## src/rtl/hfc_pkg.sv

```systemverilog
// Shared types for the half-flash sequencer.
// Assumes: nothing beyond IEEE 1800-2017 packages.
package hfc_pkg;

    // Sequencer states; bank phases are decoded from these.
    typedef enum logic [2:0] {
        ST_IDLE  = 3'd0,
        ST_RD_HI = 3'd1,
        ST_RD_LO = 3'd2,
        ST_WR_HI = 3'd3,
        ST_WR_LO = 3'd4,
        ST_REZ   = 3'd5
    } hfc_state_e;

    // Bit positions of the strobes inside the synchronizer vector.
    localparam int STB_CS    = 0;
    localparam int STB_WR    = 1;
    localparam int STB_RD    = 2;
    localparam int STB_COUNT = 3;

endpackage

```

## src/rtl/hfc_sync.sv

```systemverilog
// Two-flop synchronizer with edge detection for active-low strobes.
// Does: brings W asynchronous lines into the clock domain, gives the
//       synchronized level and one-cycle fall/rise pulses.
// Assumes: lines idle high, so every flop resets to 1.
module hfc_sync #(
    parameter int W = 3
) (
    input  logic         clk,
    input  logic         rst_n,
    input  logic [W-1:0] async_i,
    output logic [W-1:0] lvl_o,
    output logic [W-1:0] fall_o,
    output logic [W-1:0] rise_o
);

    logic [W-1:0] s1_q;
    logic [W-1:0] s2_q;
    logic [W-1:0] prev_q;

    // Synchronizer chain plus one delayed copy for edge detection.
    always_ff @(posedge clk) begin
        if (!rst_n) begin
            s1_q   <= '1;
            s2_q   <= '1;
            prev_q <= '1;
        end else begin
            s1_q   <= async_i;
            s2_q   <= s1_q;
            prev_q <= s2_q;
        end
    end

    assign lvl_o  = s2_q;
    assign fall_o = prev_q & ~s2_q;
    assign rise_o = ~prev_q & s2_q;

endmodule

```

## src/rtl/hfc_therm_dec.sv

```systemverilog
// Thermometer-to-binary decoder for one comparator bank.
// Does: counts the ones of the code, so a bubble in a non-monotonic code
//       costs at most its own weight instead of a large jump.
// Assumes: N < 2**W.
module hfc_therm_dec #(
    parameter int W = 4,
    parameter int N = (1 << W) - 1
) (
    input  logic [N-1:0] therm_i,
    output logic [W-1:0] val_o
);

    // Population count of the comparator outputs.
    always_comb begin
        val_o = '0;
        for (int i = 0; i < N; i++) begin
            val_o = val_o + W'(therm_i[i]);
        end
    end

endmodule

```

## src/rtl/hfc_seq.sv

```systemverilog
// Conversion sequencer for the half-flash control.
// Does: runs the bank phases in both modes, times the step and recovery
//       intervals with one shared counter, latches the result, overflow,
//       interrupt and ready indication.
// Assumes: strobes arrive already synchronized with one-cycle edge pulses;
//          comparator outputs are settled when a latch strobe occurs.
module hfc_seq
    import hfc_pkg::*;
#(
    parameter int NIB_W    = 4,
    parameter int CONV_CYC = 100,
    parameter int REZ_CYC  = 63
) (
    input  logic               clk,
    input  logic               rst_n,
    input  logic               mode_i,
    input  logic               cs_lvl_i,
    input  logic               cs_fall_i,
    input  logic               cs_rise_i,
    input  logic               wr_fall_i,
    input  logic               wr_rise_i,
    input  logic               rd_fall_i,
    input  logic               rd_rise_i,
    input  logic [NIB_W-1:0]   hi_val_i,
    input  logic               hi_over_i,
    input  logic [NIB_W-1:0]   lo_val_i,
    output logic               hi_cmp_o,
    output logic               lo_cmp_o,
    output logic               done_o,
    output logic [2*NIB_W-1:0] result_o,
    output logic               ovf_n_o,
    output logic               irq_n_o,
    output logic               rdy_pull_o
);

    localparam int TMAX = (CONV_CYC > REZ_CYC) ? CONV_CYC : REZ_CYC;
    localparam int CW   = $clog2(TMAX + 1);
    localparam logic [CW-1:0] CONV_LAST = CW'(CONV_CYC - 1);
    localparam logic [CW-1:0] REZ_LAST  = CW'(REZ_CYC - 1);

    hfc_state_e       st_q, st_d;
    logic [CW-1:0]    cnt_q;
    logic [NIB_W-1:0] hi_hold_q;
    logic             over_hold_q;
    logic             hi_latch;
    logic             done;
    logic             timed;

    // Next-state logic and latch strobes.
    always_comb begin
        st_d     = st_q;
        hi_latch = 1'b0;
        done     = 1'b0;
        unique case (st_q)
            ST_IDLE: begin
                if (!cs_lvl_i && !mode_i && rd_fall_i)     st_d = ST_RD_HI;
                else if (!cs_lvl_i && mode_i && wr_fall_i) st_d = ST_WR_HI;
            end
            ST_RD_HI: if (cnt_q == CONV_LAST) begin
                hi_latch = 1'b1;
                st_d     = ST_RD_LO;
            end
            ST_RD_LO: if (cnt_q == CONV_LAST) begin
                done = 1'b1;
                st_d = ST_REZ;
            end
            ST_WR_HI: if (wr_rise_i) begin
                hi_latch = 1'b1;
                st_d     = ST_WR_LO;
            end
            ST_WR_LO: if ((rd_fall_i && !cs_lvl_i) || cnt_q == CONV_LAST) begin
                done = 1'b1;
                st_d = ST_REZ;
            end
            ST_REZ: if (cnt_q == REZ_LAST) st_d = ST_IDLE;
            default: st_d = ST_IDLE;
        endcase
    end

    assign timed = (st_q == ST_RD_HI) || (st_q == ST_RD_LO) ||
                   (st_q == ST_WR_LO) || (st_q == ST_REZ);

    // State register and interval counter, cleared on every state change.
    always_ff @(posedge clk) begin
        if (!rst_n) begin
            st_q  <= ST_IDLE;
            cnt_q <= '0;
        end else begin
            st_q <= st_d;
            if (st_d != st_q) cnt_q <= '0;
            else if (timed)   cnt_q <= cnt_q + 1'b1;
        end
    end

    // Coarse nibble and overrange hold until completion.
    always_ff @(posedge clk) begin
        if (!rst_n) begin
            hi_hold_q   <= '0;
            over_hold_q <= 1'b0;
        end else if (hi_latch) begin
            hi_hold_q   <= hi_val_i;
            over_hold_q <= hi_over_i;
        end
    end

    // Output latch and overflow flag, updated together at completion.
    always_ff @(posedge clk) begin
        if (!rst_n) begin
            result_o <= '0;
            ovf_n_o  <= 1'b1;
        end else if (done) begin
            result_o <= {hi_hold_q, lo_val_i};
            ovf_n_o  <= ~over_hold_q;
        end
    end

    // Interrupt: set by completion, cleared by read or select rising.
    always_ff @(posedge clk) begin
        if (!rst_n)                       irq_n_o <= 1'b1;
        else if (done)                    irq_n_o <= 1'b0;
        else if (rd_rise_i || cs_rise_i)  irq_n_o <= 1'b1;
    end

    // Ready pull-down: read-strobe mode only, released at completion.
    always_ff @(posedge clk) begin
        if (!rst_n)                       rdy_pull_o <= 1'b0;
        else if (done || cs_rise_i)       rdy_pull_o <= 1'b0;
        else if (cs_fall_i && !mode_i)    rdy_pull_o <= 1'b1;
    end

    assign hi_cmp_o = (st_q == ST_RD_HI) || (st_q == ST_WR_HI);
    assign lo_cmp_o = (st_q == ST_RD_LO) || (st_q == ST_WR_LO);
    assign done_o   = done;

endmodule

```

## src/rtl/hfc_ctrl.sv

```systemverilog
// Top of the half-flash converter control sequencer.
// Does: synchronizes the host strobes, decodes both comparator banks and
//       drives the sequencer; gates the result onto the modelled bus.
// Assumes: clock frequency given in whole MHz; intervals rounded up.
module hfc_ctrl
    import hfc_pkg::*;
#(
    parameter int CLK_MHZ = 125,
    parameter int CONV_NS = 800,
    parameter int REZ_NS  = 500,
    parameter int NIB_W   = 4,
    localparam int THERM_W  = (1 << NIB_W) - 1,
    localparam int DATA_W   = 2 * NIB_W,
    localparam int CONV_CYC = (CLK_MHZ * CONV_NS + 999) / 1000,
    localparam int REZ_CYC  = (CLK_MHZ * REZ_NS + 999) / 1000
) (
    input  logic               clk,
    input  logic               rst_n,
    input  logic               mode_i,
    input  logic               cs_n_i,
    input  logic               wr_n_i,
    input  logic               rd_n_i,
    input  logic [THERM_W-1:0] hi_therm_i,
    input  logic               hi_over_i,
    input  logic [THERM_W-1:0] lo_therm_i,
    output logic               hi_cmp_o,
    output logic               lo_cmp_o,
    output logic [DATA_W-1:0]  dout_o,
    output logic               dout_oe_o,
    output logic               irq_n_o,
    output logic               rdy_pull_o,
    output logic               ovf_n_o
);

    logic [STB_COUNT-1:0] stb_raw, stb_lvl, stb_fall, stb_rise;
    logic [1:0][THERM_W-1:0] bank_therm;
    logic [1:0][NIB_W-1:0]   bank_val;
    logic [DATA_W-1:0]       result;
    logic                    conv_done;

    // Pack strobes in their package-defined positions.
    always_comb begin
        stb_raw         = '1;
        stb_raw[STB_CS] = cs_n_i;
        stb_raw[STB_WR] = wr_n_i;
        stb_raw[STB_RD] = rd_n_i;
    end

    hfc_sync #(.W(STB_COUNT)) u_sync (
        .clk     (clk),
        .rst_n   (rst_n),
        .async_i (stb_raw),
        .lvl_o   (stb_lvl),
        .fall_o  (stb_fall),
        .rise_o  (stb_rise)
    );

    assign bank_therm[0] = lo_therm_i;
    assign bank_therm[1] = hi_therm_i;

    // One decoder per comparator bank (0 fine, 1 coarse).
    for (genvar b = 0; b < 2; b++) begin : g_bank
        hfc_therm_dec #(.W(NIB_W), .N(THERM_W)) u_dec (
            .therm_i (bank_therm[b]),
            .val_o   (bank_val[b])
        );
    end

    hfc_seq #(
        .NIB_W    (NIB_W),
        .CONV_CYC (CONV_CYC),
        .REZ_CYC  (REZ_CYC)
    ) u_seq (
        .clk        (clk),
        .rst_n      (rst_n),
        .mode_i     (mode_i),
        .cs_lvl_i   (stb_lvl[STB_CS]),
        .cs_fall_i  (stb_fall[STB_CS]),
        .cs_rise_i  (stb_rise[STB_CS]),
        .wr_fall_i  (stb_fall[STB_WR]),
        .wr_rise_i  (stb_rise[STB_WR]),
        .rd_fall_i  (stb_fall[STB_RD]),
        .rd_rise_i  (stb_rise[STB_RD]),
        .hi_val_i   (bank_val[1]),
        .hi_over_i  (hi_over_i),
        .lo_val_i   (bank_val[0]),
        .hi_cmp_o   (hi_cmp_o),
        .lo_cmp_o   (lo_cmp_o),
        .done_o     (conv_done),
        .result_o   (result),
        .ovf_n_o    (ovf_n_o),
        .irq_n_o    (irq_n_o),
        .rdy_pull_o (rdy_pull_o)
    );

    // Bus driver model: enabled while select and read are both low.
    assign dout_oe_o = ~stb_lvl[STB_CS] & ~stb_lvl[STB_RD];
    assign dout_o    = dout_oe_o ? result : '0;

endmodule

```

## config.mk

```make
export PLATFORM = sky130hd
export DESIGN_NAME = hfc_ctrl
export DESIGN_NICKNAME = d
export VERILOG_FILES = /design/src/rtl/hfc_pkg.sv /design/src/rtl/hfc_sync.sv /design/src/rtl/hfc_therm_dec.sv /design/src/rtl/hfc_seq.sv /design/src/rtl/hfc_ctrl.sv
export SDC_FILE = /design/constraint.sdc
export NUM_CORES = 1
export LEC_CHECK = 0
export ABC_AREA = 1
export BUFFER_PORTS_ARGS = -buffer_cell sky130_fd_sc_hd__buf_2
export CORE_AREA = 2 2 69 71
export DETAILED_ROUTE_END_ITERATION = 10
export DIE_AREA = 0 0 71 73
export GPL_TIMING_DRIVEN = 0
export PLACE_DENSITY_LB_ADDON = 0.08
export SLEW_MARGIN = 10
export SYNTH_ARGS = -nofsm -noshare
export SYNTH_HDL_FRONTEND = slang
export SYNTH_SLANG_ARGS = --single-unit
export TNS_END_PERCENT = 10
```

## constraint.sdc

```tcl
create_clock -name clk -period 5.91 [get_ports clk]
set_clock_uncertainty 0.15 [all_clocks]
set_input_delay 1.182 -clock clk [delete_from_list [all_inputs] [get_ports clk]]
set_output_delay 1.182 -clock clk [all_outputs]
set_load 0.05 [all_outputs]
```

==> results.sh, run 1 <==
export IMPL_crit_family="adder cells"
export IMPL_ios=51
export IMPL_antenna_found_initial=0
export IMPL_syn_area_sq_mm=0.00232
export IMPL_layout_drive_gt1_share_pct=22.1
export IMPL_clock_root_buffer="clkbuf_8"
export IMPL_holdBufCountCts=0
export IMPL_fin_crit_sh_pct=75.9
export IMPL_grt_total_usage_pct=18.3
export IMPL_endpoint_kind="flip-flop"
export IMPL_hp_class="flip-flop to flip-flop"
export IMPL_cts_tree="done"
export IMPL_worstPathRequired_ns=5.94
export IMPL_ys_flop_type="dfxtp_1"
export IMPL_syn_avg_cell_area_sq_um=7.77
export IMPL_path_common_cell="fa_1"
export IMPL_seq_power_share_pct=32.5
export IMPL_status="finished, final reports clean"
export IMPL_ys_seq_area_share_pct=30.2
export IMPL_clk_path_buf_depth=2
export IMPL_wl_per_cell_microns=10.2
export IMPL_worst_setup_path_start_kind="input port"
export IMPL_path_clk_slew_ns=0.07
export IMPL_nets=425
export IMPL_post_cts_buffers=0
export IMPL_path_buf_inv=3
export IMPL_ant_nets=0
export IMPL_hpwlAfterDp_microns=3480
export IMPL_cap_violations=0
export IMPL_finalMaxSlewViolations=0
export IMPL_die_w_microns=71
export IMPL_path_cells="buf_2 -> ha_1 -> inv_1 -> fa_1 -> fa_1 -> fa_1 -> fa_1 -> inv_1 -> ha_1 -> fa_1 -> xor2_1 -> o21ai_0 -> a21oi_1"
export IMPL_cp_depth=13
export IMPL_ctsResizeCount=0
export IMPL_grt_pass1_vias=1866
export IMPL_synth_edf_count=0
export IMPL_fmax_ghz=0.223
export IMPL_ys_async_sr_fraction_pct=0
export IMPL_ys_ff_latch=35
export IMPL_p_int_mw=0.495
export IMPL_setup_tns_ns=0
export IMPL_static_leakage_power_nw=1.42
export IMPL_syn_instance_count=299
export IMPL_p_total_mw=0.800
export IMPL_hold_viol=0
export IMPL_core_sq_mm=0.00454
export IMPL_switching_share_pct=38.1
export IMPL_yosysUniqueCellTypes=27
export IMPL_post_route_util_pct=60.4
export IMPL_vdd_ir_drop_max_v=0.000120
export IMPL_grt_max_degree=11
export IMPL_drt_pass1_iterations=4
export IMPL_p_sw_mw=0.305
export IMPL_grt_pass1_wl_microns=7540
export IMPL_syn_num_nets=368
export IMPL_start_util_pct=51.2
export IMPL_vias=1931
export IMPL_critical_path_peak_fanout=2
export IMPL_ys_warnings_count=0
export IMPL_setup_viol=0
export IMPL_slew_headroom_pct=70.2
export IMPL_drt_initial_drc_count=59
export IMPL_area_growth_pct=18.0
export IMPL_numPortBuffers=50
export IMPL_worstRegToRegCells=8
export IMPL_cts_htree_levels=2
export IMPL_period_minus_slack_ns=4.48
export IMPL_routed_via_density=4.70
export IMPL_cts_buffers_inserted=5
export IMPL_power_density_mw_per_mm2=292
export IMPL_fp_dieArea_sq_mm=0.00518
export IMPL_drc=0
export IMPL_antenna_diode_count=0
export IMPL_tightest_slew_ns=0.447
export IMPL_num_fill_cells=462
export IMPL_routabilityCongestion=0.826
export IMPL_crit_path_top_delay_cell="fa_1"
export IMPL_min_path_cells=1
export IMPL_worstSetupPathType="input port to flip-flop"
export IMPL_clock_sinks=35
export IMPL_overflow=0
export IMPL_clock_latency_ns=0.29
export IMPL_num_rows=25
export IMPL_comb_power_share_pct=43.7
export IMPL_rsz0062_at_grt="no"
export IMPL_cp_slowest_stage_delay_ns=0.54
export IMPL_critPathArrivalTime_ns=4.51
export IMPL_die_h_microns=73
export IMPL_drt_wl_total_microns=4190
export IMPL_clockPowerShare_pct=23.8
-- Yosys cell counts (all sizes together), types with 2 or more instances --
library cell	count	area (sq um)
xor2	7	61.3
or2	6	37.5
nand4	6	43.8
xnor2	3	26.3
clkbuf	3	11.3
nor3	2	10.0
dfxtp	35	701
ha	14	175
inv	79	297
nand2	32	138
nand3	14	80.1
nor2	40	158
o21ai	18	90.1
a21oi	17	85.1
fa	18	360
-- per-stage QoR --
step	instance area, sq um	setup slack, ns	instances	hold slack, ns
2_1_floorplan	2320	1.32	299	0.243
3_3_place_gp	2640	1.12	403	0.245
4_1_cts	2740	1.40	411	0.256
5_1_grt	2740	1.29	411	0.272
3_5_place_dp	2640	1.10	403	0.249
6_report	2740	1.43	411	0.252
-- placed cells by master, fill, tap and decap left out, types with 2 or more instances in the layout --
cell,count
fa_1,18
xnor2_1,3
buf_2,50
clkbuf_1,4
a21oi_1,17
nor2_1,37
nand2_2,4
o21ai_1,3
inv_2,2
xor2_1,7
inv_1,77
dfxtp_1,35
nand4_1,5
nand2_1,27
clkbuf_8,7
nand3_2,2
nand3_1,12
ha_1,14
o21ai_0,15
or2_2,6
nor3_1,2
nor2_2,3
-- power groups by stage --
| stage | Combinational (mW) | Clock, mW | Sequential [mW] |
|---|---|---|---|
| floorplan | 0.284 | 0 | 0.263 |
| global route | 0.412 | 0.204 | 0.262 |
| detailed placement | 0.358 | 0 | 0.265 |
| finish | 0.350 | 0.190 | 0.260 |
| CTS | 0.360 | 0.197 | 0.260 |
| global placement | 0.347 | 0 | 0.265 |
-- flip-flops by register name, indices dropped and copies added, names as in the netlist --
register and count:
u_seq.ovf_n_o 1, u_seq.cnt_q 7, u_sync.s1_q 3, u_seq.result_o 8, u_seq.rdy_pull_o 1, u_seq.over_hold_q 1, u_sync.lvl_o 3, u_sync.prev_q 3
u_seq.irq_n_o 1, u_seq.st_q 3, u_seq.hi_hold_q 4
-- path summary, 6_finish.rpt --
| path | from | to | slack (ns) |
|---|---|---|---|
| worst min register to register | u_sync.s1_q[0] | u_sync.lvl_o[0] | 0.25 |
| worst max-delay path | lo_therm_i[0] | u_seq.result_o[2] | 1.43 |
| worst min-delay path | u_sync.s1_q[0] | u_sync.lvl_o[0] | 0.25 |
| worst max register to register | u_seq.cnt_q[0] | u_seq.ovf_n_o | 3.94 |
-- kinds of logic after synthesis --
logic type / Yosys count / share of synthesized area [%]
xor+xnor: 10 / 3.77
buf+inv: 83 / 13.6
simple gates: 101 / 20.4
compound gates: 37 / 8.57
mux: 1 / 0.431
fa+ha+maj: 32 / 23.1
flops: 35 / 30.2
-- layout make-up --
cell class | count | area [sq um] | share of cell area, %
multi-input combinational | 181 | 1310 | 47.7
timing repair buffer | 50 | 250 | 9.13
tap | 54 | 67.6 | 2.47
sequential | 35 | 701 | 25.6
inverter | 79 | 297 | 10.8
clock buffer | 8 | 100 | 3.65
buffer | 4 | 18.8 | 0.685
-- routing by layer --
layer / part of all wire [%] / track usage, % / up-vias
met4: 2.5 / 7.76 / 0
li1: - / - / 1016
met2: 51 / 33.1 / 36
met1: 43 / 20.9 / 869
met5: 0 / 0 / -
met3: 3.5 / 4.01 / 10
Power figures use the tool's default switching activity.
==> run 2, diff against run 1 <==
==> constraint.sdc (replaced) <==
create_clock -name clk -period 4.16 [get_ports clk]
set_clock_uncertainty 0.15 [all_clocks]
set_input_delay 0.832 -clock clk [delete_from_list [all_inputs] [get_ports clk]]
set_output_delay 0.832 -clock clk [all_outputs]
set_load 0.05 [all_outputs]
==> run 2 against run 1 <==
Compared with the run above: wire length increased by 3.2%; sequential power increased by 43%; non-clock buffer count did not move; critical endpoint is now u_seq.hi_hold_q[2]; combinational power up 45%; global-route usage increased by 0.31 points.
==> results.sh, run 2 (same netlist as run 1, synthesis figures left out) <==
export IMPL_crit_end="u_seq.hi_hold_q[2]"
export IMPL_cap_violations=0
export IMPL_drt_wl_total_microns=4320
export IMPL_clock_latency_ns=0.29
export IMPL_grt_total_usage_pct=18.6
export IMPL_routed_via_density=4.75
export IMPL_post_cts_buffers=0
export IMPL_hold_viol=0
export IMPL_multi_input_area_sq_mm=0.00132
export IMPL_path_common_cell="fa_1"
export IMPL_fp_dieArea_sq_mm=0.00518
export IMPL_slew_headroom_pct=69.9
export IMPL_endpoint_kind="flip-flop"
export IMPL_ios=51
export IMPL_clk_path_buf_depth=2
export IMPL_nets=425
export IMPL_reg_top3="u_seq.result_o x8, u_seq.cnt_q x7, u_seq.hi_hold_q x4"
export IMPL_worstPathRequired_ns=4.22
export IMPL_tightest_slew_ns=0.451
export IMPL_worstRegToRegCells=9
export IMPL_status="finished, final reports clean"
export IMPL_hp_class="flip-flop to flip-flop"
export IMPL_ant_nets=0
export IMPL_critPathArrivalTime_ns=4.10
export IMPL_grt_pass1_wl_microns=7620
export IMPL_drc=0
export IMPL_grt_max_degree=12
export IMPL_die_w_microns=71
export IMPL_vias=1954
export IMPL_setup_tns_ns=0
export IMPL_numPortBuffers=50
export IMPL_period_minus_slack_ns=4.04
export IMPL_r2r_end="u_seq.cnt_q[1]"
export IMPL_critical_path_peak_fanout=2
export IMPL_routabilityCongestion=0.857
export IMPL_overflow=0
export IMPL_worst_setup_path_start_kind="input port"
export IMPL_fin_crit_sh_pct=97.1
export IMPL_largest_reg_flops=8
export IMPL_regArea_sq_um=701
export IMPL_cts_buffers_inserted=5
export IMPL_antenna_found_initial=0
export IMPL_worstSetupPathType="input port to flip-flop"
export IMPL_r2r_start="u_seq.cnt_q[0]"
export IMPL_clock_sinks=35
export IMPL_wl_per_cell_microns=10.5
export IMPL_cp_slowest_stage_delay_ns=0.53
export IMPL_clock_root_buffer="clkbuf_8"
export IMPL_num_fill_cells=452
export IMPL_setup_viol=0
export IMPL_path_clk_slew_ns=0.07
export IMPL_antenna_diode_count=0
export IMPL_vdd_ir_drop_max_v=0.000243
export IMPL_power_density_mw_per_mm2=418
export IMPL_path_cells="buf_2 -> ha_1 -> inv_1 -> fa_1 -> fa_1 -> fa_1 -> fa_1 -> inv_1 -> ha_2 -> inv_1 -> fa_2 -> xor2_1 -> a211oi_2"
export IMPL_core_sq_mm=0.00454
export IMPL_start_util_pct=51.2
export IMPL_layout_drive_gt1_share_pct=23.5
export IMPL_cts_htree_levels=2
export IMPL_rsz0062_at_grt="no"
export IMPL_die_h_microns=73
export IMPL_grt_pass1_vias=1861
export IMPL_regMostFlops="u_seq.result_o"
export IMPL_finalMaxSlewViolations=0
export IMPL_static_leakage_power_nw=1.41
export IMPL_drt_pass1_iterations=4
export IMPL_holdBufCountCts=0
export IMPL_final_common_cell="inv_1"
export IMPL_layout_common_cells="inv_1, buf_2, nor2_1"
export IMPL_r2r_slack_ns=2.20
export IMPL_cts_tree="done"
export IMPL_crit_path_top_delay_cell="fa_1"
export IMPL_area_growth_pct=18.6
export IMPL_critPathLaunch="hi_therm_i[0]"
export IMPL_post_route_util_pct=60.7
export IMPL_hpwlAfterDp_microns=3590
export IMPL_fmax_ghz=0.248
export IMPL_drt_initial_drc_count=66
export IMPL_num_rows=25
==> run 2: cell count changes in the layout (fill, tap and decap cells not counted), sizes merged <==
cell | previous run | this run
clkbuf | 11 | 10
clkinvlp | 0 | 1
==> run 2: layer usage <==
metal	share of wire [%]	global-route usage (%)
met1	43	20.5
met2	52	34.4
met3	3.2	3.87
met4	2.0	8.60
met5	0	0
==> run 2: power by group <==
| part | internal (mW) | switching (mW) | total [mW] |
|---|---|---|---|
| Sequential | 0.349 | 0.0211 | 0.371 |
| Combinational | 0.208 | 0.298 | 0.506 |
| Clock | 0.151 | 0.123 | 0.274 |
| Total | 0.708 | 0.442 | 1.15 |
==> run 2: how the worst min path moves through the flow <==
stage / startpoint / end / depth (start not counted)
floorplan: u_sync.s1_q[0] / u_sync.lvl_o[0] / 1
global placement: u_sync.s1_q[1] / u_sync.lvl_o[1] / 1
detailed placement: u_sync.s1_q[2] / u_sync.lvl_o[2] / 1
CTS: u_sync.s1_q[2] / u_sync.lvl_o[2] / 1
global route: u_sync.s1_q[2] / u_sync.lvl_o[2] / 1
finish: u_sync.s1_q[2] / u_sync.lvl_o[2] / 1
==> run 2: timing repair <==
action	4_1_cts	5_1_grt
endpoints found under the hold margin	0	0
setup endpoints to repair	0	3
resized for setup	0	4
==> run 2: per-stage QoR <==
step	hold slack [ns]	power [mW]	area (sq um)	instances	worst slack [ns]
6_report	0.265	1.15	2750	411	0.121
5_1_grt	0.283	1.26	2750	411	0.00938
2_1_floorplan	0.243	0.777	2320	299	-0.0130
4_1_cts	0.265	1.16	2740	411	0.00783
3_3_place_gp	0.245	0.872	2640	403	-0.243
3_5_place_dp	0.248	0.888	2640	403	-0.288
==> run 2: worst max-delay path: cells and delay by family <==
kind,cells,cell delay [ns]
fa+ha+maj,7,2.65
compound gates,1,0.20
buf+inv,4,0.26
xor+xnor,1,0.16
==> run 2: layout make-up <==
cell class | instances | area share, %
multi-input cells | 181 | 47.8
flip-flops and latches | 35 | 25.4
inverters | 79 | 10.8
repair buffers | 50 | 9.09
clock buffers | 7 | 3.50
well taps | 54 | 2.45
plain buffers | 4 | 0.682
clock inverters | 1 | 0.273
